===== src/rtl/sysclk_ctrl.sv =====
module sysclk_ctrl #(
  parameter int SETTLE = 16
) (
  input  logic       clk,
  input  logic       rst_n,
  input  logic       addr,
  input  logic [7:0] wdata,
  input  logic       we,
  input  logic       prot_en,
  output logic [7:0] rdata,
  input  logic       sub_clk_i,
  input  logic       wake_i,
  input  logic       wait_i,
  output logic       sys_ce_o,
  output logic       src_o,
  output logic       main_stop_o,
  output logic       sub_en_o,
  output logic       stop_o,
  output logic       periph_gate_o,
  output logic       main_drv_o,
  output logic       sub_drv_o,
  output logic       sel_err_o
);
  localparam int SW = $clog2(SETTLE + 1);

  logic [7:0]    r0, r1, n0, n1;
  logic [4:0]    div_act, cnt, lim;
  logic [SW-1:0] settle;
  logic [2:0]    sy;
  logic          src_act, err;

  wire wr0      = we & prot_en & ~addr;
  wire wr1      = we & prot_en & addr;
  wire to_sub   = ~r0[7] & wdata[7];
  wire to_main  = r0[7] & ~wdata[7];
  wire bad      = (to_sub & ~(r0[4] & wdata[4])) | (to_main & (r0[5] | wdata[5]));
  wire stopped  = r1[0];
  wire enter    = wr1 & wdata[0] & ~stopped;
  wire leave    = stopped & ~n1[0];

  wire run_ok   = ~stopped & (settle == '0);
  wire main_run = run_ok & ~r0[5];
  wire sub_run  = run_ok & r0[4];
  wire tick_m   = main_run & (cnt == div_act - 5'd1);
  wire tick_s   = sub_run & sy[1] & ~sy[2];
  wire bound    = src_act ? (tick_s | ~sub_run) : (tick_m | ~main_run);

  assign lim = r0[6] ? 5'd8 : (r1[7:6] == 2'd3 ? 5'd16 : 5'd1 << r1[7:6]);

  always_comb begin
    n0 = r0;
    n1 = r1;
    if (wr0) n0 = {bad ? r0[7] : wdata[7], wdata[6:1], 1'b0};
    if (wr1) n1 = {wdata[7:2], 1'b0, wdata[0]};
    if (enter) begin
      n0[3] = 1'b1;
      if (!r0[7]) begin
        n0[6] = 1'b1;
        n1[5] = 1'b1;
      end
    end
    if (stopped && wake_i) n1[0] = 1'b0;
  end

  always_ff @(posedge clk or negedge rst_n) begin
    if (!rst_n) begin
      r0      <= 8'h48;
      r1      <= 8'h20;
      err     <= 1'b0;
      sy      <= '0;
      settle  <= '0;
      src_act <= 1'b0;
      div_act <= 5'd8;
      cnt     <= '0;
    end else begin
      r0 <= n0;
      r1 <= n1;
      sy <= {sy[1:0], sub_clk_i};
      if (wr0 && bad) err <= 1'b1;
      if (leave) settle <= SW'(SETTLE);
      else if (settle != '0) settle <= settle - 1'b1;
      if (bound) src_act <= r0[7];
      if (tick_m || !main_run) begin
        cnt     <= '0;
        div_act <= lim;
      end else begin
        cnt <= cnt + 5'd1;
      end
    end
  end

  assign rdata         = addr ? r1 : r0;
  assign sys_ce_o      = src_act ? tick_s : tick_m;
  assign src_o         = src_act;
  assign main_stop_o   = r0[5] | stopped;
  assign sub_en_o      = r0[4] & ~stopped;
  assign stop_o        = stopped | (settle != '0);
  assign periph_gate_o = wait_i & r0[2];
  assign main_drv_o    = r1[5];
  assign sub_drv_o     = r0[3];
  assign sel_err_o     = err;
endmodule



===== config.mk =====
export PLATFORM = sky130hd
export DESIGN_NAME = sysclk_ctrl
export DESIGN_NICKNAME = d
export VERILOG_FILES = /design/src/rtl/sysclk_ctrl.sv
export SDC_FILE = /design/constraint.sdc
export NUM_CORES = 1
export LEC_CHECK = 0
export ABC_CLOCK_PERIOD_IN_PS = 6400
export BUFFER_PORTS_ARGS = -buffer_cell sky130_fd_sc_hd__buf_2
export CORE_MARGIN = 1.5
export CORE_UTILIZATION = 50
export CTS_CLUSTER_DIAMETER = 80
export DETAILED_ROUTE_END_ITERATION = 12
export GPL_TIMING_DRIVEN = 0
export PLACE_DENSITY = 0.73
export SYNTH_ARGS = -nofsm -noshare
export SYNTH_HDL_FRONTEND = slang
export SYNTH_SLANG_ARGS = --single-unit
export TNS_END_PERCENT = 100

===== constraint.sdc =====
create_clock -name clk -period 6.4 [get_ports clk]
set_input_delay 1.28 -clock clk [delete_from_list [all_inputs] [get_ports clk]]
set_output_delay 1.28 -clock clk [all_outputs]
set_load 0.005 [all_outputs]

# Word-level counts from Yosys, hierarchy flattened

Index checks and enable logic that the tools add are counted.

Bitwise gates (word level): 36
Multiplexer cells: 16
Shift-type cells: 1
Reductions and logical operators: 9
Equality and inequality tests: 2
Add/subtract/negate cells: 3

Operator list:

| operator                                          | number |
|---|---|
| 2-to-1 mux 5 bit                                  | 5 |
| bitwise AND 1 bit                                 | 19 |
| inverter 1 bit                                    | 11 |
| subtractor 5 x 1 -> 5 bit (second input constant) | 2 |
| 2-to-1 mux 1 bit                                  | 8 |
| 2-to-1 mux 8 bit                                  | 1 |
| 2-to-1 mux 7 bit                                  | 1 |
| 2-to-1 mux 6 bit                                  | 1 |
| OR 1 bit                                          | 6 |
| adder 5 x 1 -> 5 bit (second input constant)      | 1 |
| equality test 5 bit                               | 1 |
| zero test 5 bit                                   | 1 |
| nonzero test 5 bit                                | 1 |
| << shifter 1 x 2 -> 5 bit (first input constant)  | 1 |
| nonzero test 2 bit                                | 2 |
| equality test 2 bit (second input constant)       | 1 |
| logical AND 1 bit                                 | 2 |
| AND reduction 2 bit                               | 1 |
| zero test 1 bit                                   | 1 |
| logical OR 1 bit                                  | 1 |

Bits in registers: 34

# Longest topological paths before layout

Depth after elaboration: 7
Gate-level depth with buffers: 7
Gate-level depth less buffers: 7

# Least setup slack after synthesis

OpenSTA, ideal clock, no wires.

Kind: input to output
From: in addr
To: out rdata[2]
Buffers on the path: 1
Path slack: 3.310 ns
Cell stages on the path: 2
Arrival: 1.810 ns
Required time: 5.120 ns
Path through: buf_2 > mux2_2

Cells in the longest elaborated chain, start to end: 1

Ends and longest elaborated chain:

| what             | line | text |
|---|---|---|
| start, declared  | 6    | `input logic addr,` |
| 2-to-1 mux 8 bit | 92   | `assign rdata = addr ? r1 : r0;` |
| end, declared    | 10   | `output logic [7:0] rdata,` |

Every way passes these cells.

# Worst setup path after layout

From: reg div_act[0]
To: out sys_ce_o

Cells in the longest elaborated chain, start to end: 4

Ends and longest elaborated chain:

| what                      | line | text |
|---|---|---|
| start, declared           | 27   | `logic [4:0] div_act, cnt, lim;` |
| start signal, assigned    | 85   | `div_act <= lim;` |
| subtractor 5 x 1 -> 5 bit | 44   | `wire tick_m = main_run & (cnt == div_act - 5'd1);` |
| equality test 5 bit       | 44   |  |
| bitwise AND 1 bit         | 44   |  |
| 2-to-1 mux 1 bit          | 93   | `assign sys_ce_o = src_act ? tick_s : tick_m;` |
| end, declared             | 14   | `output logic sys_ce_o,` |

Every way passes these cells.

==> results_dict.tcl <==
set metrics [dict create \
    endpoint_kind "output pin" \
    die_h_um 61.3 \
    synth-edff-count 0 \
    drive_gt1_frac 0.351 \
    leakagePower_nw 0.927 \
    die_w_um 61.3 \
    wl_per_cell_um 13.2 \
    cts_resized 0 \
    postCtsSetupBuffers 0 \
    gr-total-overflow 0 \
    worst_slew_pin_slew_ns 0.720 \
    syn-num-nets 168 \
    core_region_area_um2 3150 \
    wl_mm 3.06 \
    cts_tree "done" \
    yosys_register_bits 34 \
    synth_top_area_cell "dfrtp_1" \
    rows 20 \
    htreeDepth 2 \
    syn_area_um2 1700 \
    hold_buffers 0 \
    post-route-period-util 0.569 \
    rsz0062_at_grt "no" \
    worstHoldPathCells 0 \
    first_global_vias 1219 \
    grt_usage 0.193 \
    yosysSeqAreaShare 0.503 \
    drt_pass1_iterations 4 \
    final.setup.tns_ns 0 \
    report.final.slew_viol_count 0 \
    clk_pin_slew_ns 0.10 \
    drt-vias-per-instance 5.29 \
    skew_ns 0.00994 \
    cp.arrival_ns 2.36 \
    diodes 0 \
    yosys_warnings 0 \
    worstPathRequired_ns 5.12 \
    drc 0 \
    avgSynthCellArea_um2 11.5 \
    cp-start-kind "register" \
    period_minus_slack_ns 3.64 \
    numCtsBuffers 5 \
    status "completed" \
    yosysTopAreaCellShare 0.441 \
    total_power_mw 0.656 \
    yosys.cell_types.count 41 \
    synth_most_common_cell "dfrtp_1" \
    hold_viol 0 \
    start_util 0.540 \
    fin_nets 207 \
    max_slew_margin 0.520 \
    syn-instance-count 148 \
    dieArea_um2 3760 \
    area_delta_synth_final_pct 17.1 \
    ff2ff_path_depth 7 \
    postRouteAntennaNets 0 \
    dp_hpwl_mm 2.35 \
    drt-initial-drc-count 24 \
    io_buffer_count 32 \
    maxCapViolCount 0 \
    worstSetupPathType "register to output pin" \
    grt_first_pass_wirelength_mm 5.24 \
    clock-root-buffer "clkbuf_4" \
    p_per_area_nw_per_um2 329 \
    ios 33 \
    path_max_fanout 5 \
    gp_congestion 0.793 \
    clk_latency_ns 0.33 \
    synth-main-ff-cell "dfrtp_1" \
    hold_path.class "register to register" \
    antenna_found_initial 0 \
    clock_sinks 34 \
    via_count 1228 \
    fmax_mhz 275 \
    synth.area.top_cells "dfrtp_1, mux2_2, dfstp_2" \
    synthTopCellsByCount "dfrtp_1, mux2_2, nor2_1" \
    grt_max_degree 35 \
    max-vdd-ir-drop_v 0.000195 \
    setup_viol 0 \
    async_flop_share 1.00 \
    clk_path_buf_depth 2 \
]
-- power breakdown --
| group | total, mW | internal, mW | switching [mW] |
|---|---|---|---|
| sequential | 0.311 | 0.267 | 0.0439 |
| clock | 0.151 | 0.0829 | 0.0679 |
| combinational | 0.195 | 0.101 | 0.0937 |
| total | 0.656 | 0.451 | 0.206 |
-- critical path: stages (launching register included) --
cell	delay, ns
dfrtp_1	0.39
inv_1	0.08
ha_1	0.30
xnor2_1	0.14
a211oi_2	0.27
o311ai_4	0.19
or4_1	0.43
o31ai_1	0.08
buf_2	0.15
-- sequential cells by signal, summed over array words and instances, names as in the netlist --
name       count
r0             7
sel_err_o      1
cnt            5
r1             7
div_act        5
src_o          1
sy             3
settle         5
-- worst paths after layout --
path / end / from / slack (ns)
worst max register to register: div_act[4] / div_act[0] / 4.37
max in group asynchronous: div_act[4] / rst_n / 4.94
worst min register to register: sy[1] / sy[0] / 0.36
worst max-delay path: sys_ce_o / div_act[0] / 2.76
worst min-delay path: sy[1] / sy[0] / 0.36
min in group asynchronous: settle[2] / rst_n / 0.99
-- through the flow --
stage / worst slack, ns / std cells / area [um2] / util / hold slack (ns)
2_1_floorplan: 3.31 / 148 / 1700 / - / 0.331
3_3_place_gp: 3.05 / 224 / 1920 / 0.608 / 0.338
3_5_place_dp: 3.02 / 224 / 1920 / 0.608 / 0.341
4_1_cts: 2.73 / 232 / 1990 / 0.632 / 0.365
5_1_grt: 2.60 / 232 / 1990 / 0.632 / 0.369
6_report: 2.76 / 232 / 1990 / 0.632 / 0.362
-- logic make-up after synthesis --
family | Yosys count | share of synthesized area
AO/OA/AOI/OAI | 21 | 0.101
XOR/XNOR | 11 | 0.0566
adder cells (fa/ha/maj) | 4 | 0.0294
buffers and inverters | 8 | 0.0206
flip-flops | 34 | 0.503
multiplexers | 21 | 0.136
AND/OR/NAND/NOR | 49 | 0.154
-- metal layers --
layer,wire length (um),share of wire,track usage
met2,1590,0.52,0.327
met1,1300,0.43,0.228
met3,138,0.045,0.0630
met5,0,0,0
met4,27,0.0088,0.0729
-- cell type report --
cell class | instances | area (um2)
well taps | 44 | 55.1
inverters | 6 | 22.5
plain buffers | 2 | 12.5
flip-flops and latches | 34 | 856
clock inverters | 1 | 30.0
repair buffers | 32 | 160
fillers | 288 | 1160
multi-input cells | 106 | 811
clock buffers | 7 | 45.0
-- layout by cell type (no fill, tap or decap), types with 2 or more instances in the layout --
cell type | Yosys | layout
buf_2 | 1 | 33
dfrtp_1 | 30 | 30
mux2_2 | 15 | 15
nor2_1 | 13 | 13
nand2_1 | 8 | 8
inv_1 | 6 | 6
xnor2_1 | 6 | 6
xor2_1 | 5 | 5
clkbuf_4 | 0 | 5
nor3_1 | 4 | 4
mux2i_1 | 4 | 4
o21ai_0 | 4 | 4
ha_1 | 4 | 4
dfstp_2 | 4 | 4
a211oi_1 | 3 | 3
nor2b_1 | 3 | 3
and2_1 | 3 | 3
nand2b_1 | 3 | 3
nand3b_1 | 3 | 3
nand3_1 | 3 | 3
or2_2 | 2 | 2
a211o_1 | 2 | 2
mux2_1 | 2 | 2
a21oi_1 | 2 | 2
clkbuf_1 | 0 | 2
Note: power is estimated with default switching activity, not from simulation.
